[config.mk]
export PLATFORM = sky130hd
export DESIGN_NAME = tap_reduced_top
export DESIGN_NICKNAME = d
export VERILOG_FILES = /design/src/rtl/tap_pkg.sv /design/src/rtl/tap_shreg.sv /design/src/rtl/tap_ctrl.sv /design/src/rtl/tap_datapath.sv /design/src/rtl/tap_reduced_top.sv
export SDC_FILE = /design/constraint.sdc
export NUM_CORES = 1
export LEC_CHECK = 0
export ABC_AREA = 0
export CORE_MARGIN = 5
export CORE_UTILIZATION = 45
export DETAILED_ROUTE_END_ITERATION = 8
export PLACE_DENSITY = 0.6
export RECOVER_POWER = 25
export SLEW_MARGIN = 25
export SYNTH_ARGS = -nofsm -noshare
export SYNTH_HDL_FRONTEND = slang
export SYNTH_HIERARCHICAL = 1
export SYNTH_SLANG_ARGS = --single-unit
[constraint.sdc]
create_clock -name tck -period 3.55 [get_ports tck]
set_input_delay 0.355 -clock tck [delete_from_list [all_inputs] [get_ports tck]]
set_output_delay 0.355 -clock tck [all_outputs]
set_load 0.05 [all_outputs]
[src/rtl/tap_pkg.sv]
package tap_pkg;

  localparam int IR_W = 3;
  localparam int ID_W = 32;

  typedef enum logic [3:0] {
    ST_RESET    = 4'd0,
    ST_IDLE     = 4'd1,
    ST_SEL_DR   = 4'd2,
    ST_CAP_DR   = 4'd3,
    ST_SH_DR    = 4'd4,
    ST_EX1_DR   = 4'd5,
    ST_PAUSE_DR = 4'd6,
    ST_EX2_DR   = 4'd7,
    ST_UPD_DR   = 4'd8,
    ST_SEL_IR   = 4'd9,
    ST_CAP_IR   = 4'd10,
    ST_SH_IR    = 4'd11,
    ST_EX1_IR   = 4'd12,
    ST_PAUSE_IR = 4'd13,
    ST_EX2_IR   = 4'd14,
    ST_UPD_IR   = 4'd15
  } tapState_t;

  localparam logic [IR_W-1:0] OP_EXTEST      = 3'b000;
  localparam logic [IR_W-1:0] OP_IDCODE      = 3'b001;
  localparam logic [IR_W-1:0] OP_SAMPLE_FLT  = 3'b010;
  localparam logic [IR_W-1:0] OP_SAMPLE      = 3'b100;
  localparam logic [IR_W-1:0] OP_BYPASS      = 3'b111;
  localparam logic [IR_W-1:0] IR_CAPTURE_PAT = 3'b001;

  typedef enum logic [1:0] {
    DR_BYPASS   = 2'd0,
    DR_IDENT    = 2'd1,
    DR_BOUNDARY = 2'd2
  } drSel_t;

  // strobes from control to datapath, valid for the current state
  typedef struct packed {
    logic goReset;   // next edge enters reset
    logic capIr;
    logic shIr;
    logic updIr;
    logic capDr;
    logic shDr;
  } tapStrobes_t;

endpackage

[src/rtl/tap_shreg.sv]
module tap_shreg #(
  parameter int W = 8
) (
  input  logic         tck,
  input  logic         trstN,
  input  logic         capEn,
  input  logic         shEn,
  input  logic [W-1:0] capVal,
  input  logic         sin,
  output logic [W-1:0] q
);

  generate
    if (W == 1) begin : g_single
      always_ff @(posedge tck or negedge trstN) begin
        if (!trstN)     q <= '0;
        else if (capEn) q <= capVal;
        else if (shEn)  q <= sin;
      end
    end else begin : g_multi
      always_ff @(posedge tck or negedge trstN) begin
        if (!trstN)     q <= '0;
        else if (capEn) q <= capVal;
        else if (shEn)  q <= {sin, q[W-1:1]};
      end
    end
  endgenerate

endmodule

[src/rtl/tap_ctrl.sv]
module tap_ctrl
  import tap_pkg::*;
(
  input  logic        tck,
  input  logic        trstN,
  input  logic        tms,
  output tapState_t   stateQ,
  output tapStrobes_t strobes
);

  tapState_t stateNext;

  always_comb begin
    unique case (stateQ)
      ST_RESET:    stateNext = tms ? ST_RESET    : ST_IDLE;
      ST_IDLE:     stateNext = tms ? ST_SEL_DR   : ST_IDLE;
      ST_SEL_DR:   stateNext = tms ? ST_SEL_IR   : ST_CAP_DR;
      ST_CAP_DR:   stateNext = tms ? ST_EX1_DR   : ST_SH_DR;
      ST_SH_DR:    stateNext = tms ? ST_EX1_DR   : ST_SH_DR;
      ST_EX1_DR:   stateNext = tms ? ST_UPD_DR   : ST_PAUSE_DR;
      ST_PAUSE_DR: stateNext = tms ? ST_EX2_DR   : ST_PAUSE_DR;
      ST_EX2_DR:   stateNext = tms ? ST_UPD_DR   : ST_SH_DR;
      ST_UPD_DR:   stateNext = tms ? ST_SEL_DR   : ST_IDLE;
      ST_SEL_IR:   stateNext = tms ? ST_RESET    : ST_CAP_IR;
      ST_CAP_IR:   stateNext = tms ? ST_EX1_IR   : ST_SH_IR;
      ST_SH_IR:    stateNext = tms ? ST_EX1_IR   : ST_SH_IR;
      ST_EX1_IR:   stateNext = tms ? ST_UPD_IR   : ST_PAUSE_IR;
      ST_PAUSE_IR: stateNext = tms ? ST_EX2_IR   : ST_PAUSE_IR;
      ST_EX2_IR:   stateNext = tms ? ST_UPD_IR   : ST_SH_IR;
      ST_UPD_IR:   stateNext = tms ? ST_SEL_DR   : ST_IDLE;
      default:     stateNext = ST_RESET;
    endcase
  end

  always_ff @(posedge tck or negedge trstN) begin
    if (!trstN) stateQ <= ST_RESET;
    else        stateQ <= stateNext;
  end

  always_comb begin
    strobes.goReset = (stateNext == ST_RESET);
    strobes.capIr   = (stateQ == ST_CAP_IR);
    strobes.shIr    = (stateQ == ST_SH_IR);
    strobes.updIr   = (stateQ == ST_UPD_IR);
    strobes.capDr   = (stateQ == ST_CAP_DR);
    strobes.shDr    = (stateQ == ST_SH_DR);
  end

endmodule

[src/rtl/tap_datapath.sv]
module tap_datapath
  import tap_pkg::*;
#(
  parameter int          BSR_LEN  = 8,
  parameter logic [31:0] ID_VALUE = 32'h0A5C_3E56
) (
  input  logic               tck,
  input  logic               trstN,
  input  logic               tdi,
  input  tapStrobes_t        strobes,
  input  logic [BSR_LEN-1:0] pinCapture,
  output logic [IR_W-1:0]    irQ,
  output logic [IR_W-1:0]    irShiftQ,
  output logic               tdo,
  output logic               tdoEn,
  output logic               outDisable
);

  localparam logic [ID_W-1:0] ID_WORD = {ID_VALUE[ID_W-1:1], 1'b1};

  drSel_t             drSel;
  logic               bypassQ;
  logic [ID_W-1:0]    idQ;
  logic [BSR_LEN-1:0] bsrQ;
  logic               drBit;

  // instruction shifter and current instruction
  always_ff @(posedge tck or negedge trstN) begin
    if (!trstN)             irShiftQ <= IR_CAPTURE_PAT;
    else if (strobes.capIr) irShiftQ <= IR_CAPTURE_PAT;
    else if (strobes.shIr)  irShiftQ <= {tdi, irShiftQ[IR_W-1:1]};
  end

  always_ff @(posedge tck or negedge trstN) begin
    if (!trstN)               irQ <= OP_IDCODE;
    else if (strobes.goReset) irQ <= OP_IDCODE;
    else if (strobes.updIr)   irQ <= irShiftQ;
  end

  always_comb begin
    unique case (irQ)
      OP_IDCODE:                          drSel = DR_IDENT;
      OP_EXTEST, OP_SAMPLE_FLT, OP_SAMPLE: drSel = DR_BOUNDARY;
      default:                            drSel = DR_BYPASS;
    endcase
  end

  assign outDisable = (irQ == OP_SAMPLE_FLT);

  // data registers; no update stage exists behind any of them
  tap_shreg #(.W(1)) uBypass (
    .tck    (tck),
    .trstN  (trstN),
    .capEn  (strobes.capDr && drSel == DR_BYPASS),
    .shEn   (strobes.shDr  && drSel == DR_BYPASS),
    .capVal (1'b0),
    .sin    (tdi),
    .q      (bypassQ)
  );

  tap_shreg #(.W(ID_W)) uIdent (
    .tck    (tck),
    .trstN  (trstN),
    .capEn  (strobes.capDr && drSel == DR_IDENT),
    .shEn   (strobes.shDr  && drSel == DR_IDENT),
    .capVal (ID_WORD),
    .sin    (tdi),
    .q      (idQ)
  );

  tap_shreg #(.W(BSR_LEN)) uBoundary (
    .tck    (tck),
    .trstN  (trstN),
    .capEn  (strobes.capDr && drSel == DR_BOUNDARY),
    .shEn   (strobes.shDr  && drSel == DR_BOUNDARY),
    .capVal (pinCapture),
    .sin    (tdi),
    .q      (bsrQ)
  );

  always_comb begin
    unique case (drSel)
      DR_IDENT:    drBit = idQ[0];
      DR_BOUNDARY: drBit = bsrQ[0];
      default:     drBit = bypassQ;
    endcase
  end

  // serial output retimed to the falling edge
  always_ff @(negedge tck or negedge trstN) begin
    if (!trstN) begin
      tdo   <= 1'b0;
      tdoEn <= 1'b0;
    end else begin
      tdo   <= strobes.shIr ? irShiftQ[0] : drBit;
      tdoEn <= strobes.shIr || strobes.shDr;
    end
  end

endmodule

[src/rtl/tap_reduced_top.sv]
module tap_reduced_top
  import tap_pkg::*;
#(
  parameter int          BSR_LEN  = 8,
  parameter logic [31:0] ID_VALUE = 32'h0A5C_3E56
) (
  input  logic               tck,
  input  logic               trstN,
  input  logic               tms,
  input  logic               tdi,
  input  logic [BSR_LEN-1:0] pinCapture,
  output logic               tdo,
  output logic               tdoEn,
  output logic               outDisable
);

  tapState_t       stateW;
  tapStrobes_t     strobesW;
  logic [IR_W-1:0] irW;
  logic [IR_W-1:0] irShiftW;

  tap_ctrl uCtrl (
    .tck     (tck),
    .trstN   (trstN),
    .tms     (tms),
    .stateQ  (stateW),
    .strobes (strobesW)
  );

  tap_datapath #(.BSR_LEN(BSR_LEN), .ID_VALUE(ID_VALUE)) uData (
    .tck        (tck),
    .trstN      (trstN),
    .tdi        (tdi),
    .strobes    (strobesW),
    .pinCapture (pinCapture),
    .irQ        (irW),
    .irShiftQ   (irShiftW),
    .tdo        (tdo),
    .tdoEn      (tdoEn),
    .outDisable (outDisable)
  );

endmodule

Yosys cells after proc, flatten, opt, wreduce, memory -nomap -nowiden:

Cells that the tools add are included.

* latch bits: 0
* word-level logic and storage cells: 74
* register bits after elaboration: 53
* bits of input ports: 12
* memories: 0
* ROM bits: 0
* RAM bits: 0

* add/subtract/negate cells: 0
* div/mod/pow operators: 0
* bitwise operators: 0
* multipliers: 0
* muxes and demuxes: 26
* shifts and indexed selects: 0
* equal/unequal tests: 20
* reductions and logical operators: 20
* magnitude comparators: 0

Operators by type and width (number)
* two-way mux 32 bit: 2
* case mux 4 bit (12 select lines): 1
* equality test 4 bit, second input constant: 8
* two-way mux 3 bit: 6
* equality test 4 x 3 -> 1 bit, second input constant: 4
* two-way mux 4 bit: 4
* two-way mux 8 bit: 2
* nonzero test 2 bit: 5
* equality test 4 x 2 -> 1 bit, second input constant: 2
* zero test 4 bit: 2
* logical AND 1 bit: 6
* two-way mux 1 bit: 6
* two-way mux 2 bit: 3
* OR reduction 3 bit: 2
* equality test 4 x 1 -> 1 bit, second input constant: 1
* case mux 2 bit (2 select lines): 1
* OR reduction 2 bit: 2
* equality test 3 x 1 -> 1 bit, second input constant: 1
* equality test 3 x 2 -> 1 bit, second input constant: 1
* equality test 3 bit, second input constant: 1
* zero test 3 bit: 1
* equality test 2 x 1 -> 1 bit, second input constant: 1
* equality test 2 bit, second input constant: 1
* zero test 2 bit: 1
* 2 further kinds: 2

Depth between registers and ports, before layout:

* depth in word-level cells: 7
* depth in mapped cells: 8
* depth with buffers taken out: 6

By module:

The synthesis kept the hierarchy.

Modules (own cells, without submodules)
* tap_shreg (uData.uIdent): cells each 139, area an instance 1515.2 um2, times used 1
* tap_datapath: cells each 45, area an instance 460.4 um2, times used 1
* tap_shreg (uData.uBoundary): cells each 34, area an instance 372.9 um2, times used 1
* tap_ctrl: cells each 46, area an instance 371.6 um2, times used 1
* tap_shreg (uData.uBypass): cells each 4, area an instance 43.8 um2, times used 1

==> impl_metrics.csv <==
group,metric,value,unit
critical_path,worstSetupEndpointType,"register",
final_layout,syn_to_final_growth,11.95,%
synth,synth_xor_area_frac,0.003169,
drt,detail_route.iter0.violations,135,
floorplan,rows,28,
sta,setup_tns,0,ns
clock_network,clk_pin_slew,0.09,ns
job,cap_viol_max_count,0,
critical_path,slowest_delay,0.57,ns
clock_network,clock_latency,0.30,ns
placement,hpwl,3050,um
critical_path,critPathMaxFanout,5,
synth,syn_avg_cell_area,10.31,sq um
critical_path,slowest_stage,"dfstp_2",
synth,syn-cell-area,2764,sq um
floorplan,fp.dieH,88.37,um
synth,yosys_warnings,6,
critical_path,crit_chain,"nand2_1 > ha_1 > a211oi_2 > a221oi_2",
critical_path,crit_type,"reg2reg",
sta,finalSetupViolCount,0,
global_routing,antenna_found_initial,0,
global_routing,gr-usage-all-layers,0.1284,
sta,skew,0.006514,ns
sta,drv_slew,0,
critical_path,rrSetupSlack,0.35,ns
synth,ys_types,43,
synth,synth_compound_area_frac,0.1331,
synth,postSynthCellCount,268,
sta,worst_pin_slew,1.165,ns
final_layout,final_common_cell,"dfrtp_1",
drt,via_per_inst,4.917,
critical_path,ff2ff_path_depth,4,
sta,whs,0.5160,ns
synth,seq_area_frac_synth,0.4808,
placement,gp_congestion,0.7670,
global_routing,grt_pass1_wl,7900,um
final_layout,finalNetCount,325,
floorplan,die_w,88.37,um
synth,synth_enable_flop_cells,0,
synth,synthMuxAreaShare,0.1630,
worst_hold_path,hp-class,"in2async",
floorplan,core,5956,sq um
final_layout,final_cell_mix,"dfrtp_1, nand2_1, mux2i_1",
placement,dpl-instance-area,2984,sq um
sta,rsz0062_at_grt,"false",
synth,synth-seq-cells,53,
drt,vias,1893,
global_routing,grt.overflow.total,0,
clock_network,cts.root.buffer_cell,"clkbuf_8",
clock_network,cts_tree,"yes",
placement,io_buffers,14,
final_layout,diodes,0,
final_layout,design_area,3094,sq um
clock_network,cts-htree-levels,2,
sta,hold_viol,0,
power_and_ir_drop,p_per_area,826.4,nW/um^2
floorplan,ios,15,
placement,dp.cells,377,
status,status,"finished clean",
critical_path,r2r_end,"uData/tdo$_DFF_NN0_",
drt,wire_per_inst,11.74,um
sta,slew_headroom,0.2234,
critical_path,crit_arrival,1.57,ns
synth,synthAdderAreaFrac,0.01358,
final_layout,final_util,0.5195,
drt,route.detailed.drc,0,
drt,first_pass_iters,4,
critical_path,timing.rr.start,"uData/irQ[0]$_DFFE_PN1P_",
floorplan,die-area,7809,sq um
critical_path,critPathLaunchType,"register",
power_and_ir_drop,p_leak,1.235,nW
final_layout,fin_cells,385,
synth,yosys.area_share.simple,0.1295,
floorplan,initial_utilization,0.4641,
critical_path,crit_required,1.92,ns
synth,yosys_most_used_dff,"dfrtp_1",
clock_network,cts_setup_buffers,0,
synth,synth_async_sr_flop_share,1.000,
synth,synth_top_family_by_area,"multiplexers",
clock_network,cts_sinks,53,
global_routing,grt_max_degree,52,
clock_network,cts_buffer_depth,2,
drt,drtAntennaViolNets,0,
final_layout,final_layout_size_suffix_gt1_frac,0.09677,
drt,wirelength,4521,um
power_and_ir_drop,ir_drop,0.4256,mV
global_routing,grt_pass1_vias,1811,
clock_network,cts_buffers,5,
[timing repair]
| action | in CTS | in global routing |
|---|---|---|
| gates resized for setup | 0 | 0 |
| hold buffers | 1 | 0 |
| hold endpoints to repair | 4 | 0 |
[metal layers]
layer,wire (um),up-vias,track usage
met5,0,-,0
met4,59,0,0.03709
met3,171,5,0.03352
met2,2031,33,0.2155
met1,2259,878,0.1639
li1,-,977,-
[where the power goes]
part / total [W] / switching [W] / internal, W / leakage, nW
clock: 0.000396 / 0.000190 / 0.000205 / 0.0540
combinational: 0.00107 / 0.000567 / 0.000501 / 0.544
sequential: 0.00109 / 0.000180 / 0.000913 / 0.637
[worst max-delay path by stage]
stage	startpoint	end	slack, ns	depth (start not counted)
after floorplan	uData/irQ[0]$_DFFE_PN1P_	uData/tdo$_DFF_NN0_	0.42	4
after global placement	uData/irQ[0]$_DFFE_PN1P_	uData/tdo$_DFF_NN0_	0.39	4
after detailed placement	uData/irQ[0]$_DFFE_PN1P_	uData/tdo$_DFF_NN0_	0.37	4
after CTS	uData/irQ[0]$_DFFE_PN1P_	uData/tdo$_DFF_NN0_	0.35	4
after global routing	uCtrl/stateQ[0]$_DFF_PN0_	uData/tdo$_DFF_NN0_	0.30	5
final	uData/irQ[0]$_DFFE_PN1P_	uData/tdo$_DFF_NN0_	0.35	4
[synth_stat cells, types with 2 or more instances]
library cell  number  area share
and2_1             7       0.016
buf_2              8       0.014
inv_1              4      0.0054
mux2i_1           45        0.16
nor3b_1            3      0.0081
o21ai_0            4      0.0072
a31oi_1            2      0.0045
dfrtn_1            2       0.018
inv_2              2      0.0027
nor2b_1            2      0.0045
nor2_1             6      0.0081
o21a_1             2      0.0054
nor3_1             4      0.0072
nand2_1           46       0.062
a21oi_1            2      0.0036
ha_1               3       0.014
nand3_1            2      0.0036
dfstp_2            2       0.019
buf_6              6       0.024
dfrtp_1           49        0.44
buf_12             3       0.022
o21ai_2            2      0.0063
o21ai_1           38       0.069
o211ai_1           2      0.0054
conb_1             2      0.0027
nand2b_1           3      0.0068
[kinds of logic (layout without fill, tap and decap cells)]
logic type / Yosys count / count (layout)
DFF: 53 / 53
other: 2 / 33
AOI/OAI and AO/OA: 61 / 61
adders and majority gates: 3 / 3
and+or+nand+nor: 78 / 78
xor gates and xnor gates: 1 / 1
buffers and inverters: 25 / 36
muxes: 45 / 45
[registers in the layout (all words and copies together), names as in the netlist]
signal	cells
uData/tdo	1
uData/uBypass/q	1
uData/uIdent/q	32
uData/irShiftQ	3
uCtrl/stateQ	4
uData/irQ	3
uData/tdoEn	1
uData/uBoundary/q	8
[worst max-delay path, delay by kind of cell, from the launching register on]
kind                     cells  cell delay (ns)
adder cells (fa/ha/maj)      1             0.31
AND/OR/NAND/NOR              1             0.08
flip-flops                   1             0.57
AO/OA/AOI/OAI                2             0.30
[through the flow]
step | total power [W] | setup slack (ns)
after floorplan | 0.002037 | 0.4194
after global placement | 0.002167 | 0.3864
after detailed placement | 0.002188 | 0.3660
after CTS | 0.002595 | 0.3494
after global routing | 0.002780 | 0.3005
final | 0.002557 | 0.3522
[cell type report]
cell class	count	area (sq um)
clock buffer	5	68.82
inverter	6	22.52
sequential	53	1329
tap	75	93.84
multi-input combinational	221	1349
fill	576	2861
timing repair buffer	23	196.4
clock inverter	2	35.03
(Power assumes the default switching activity.)
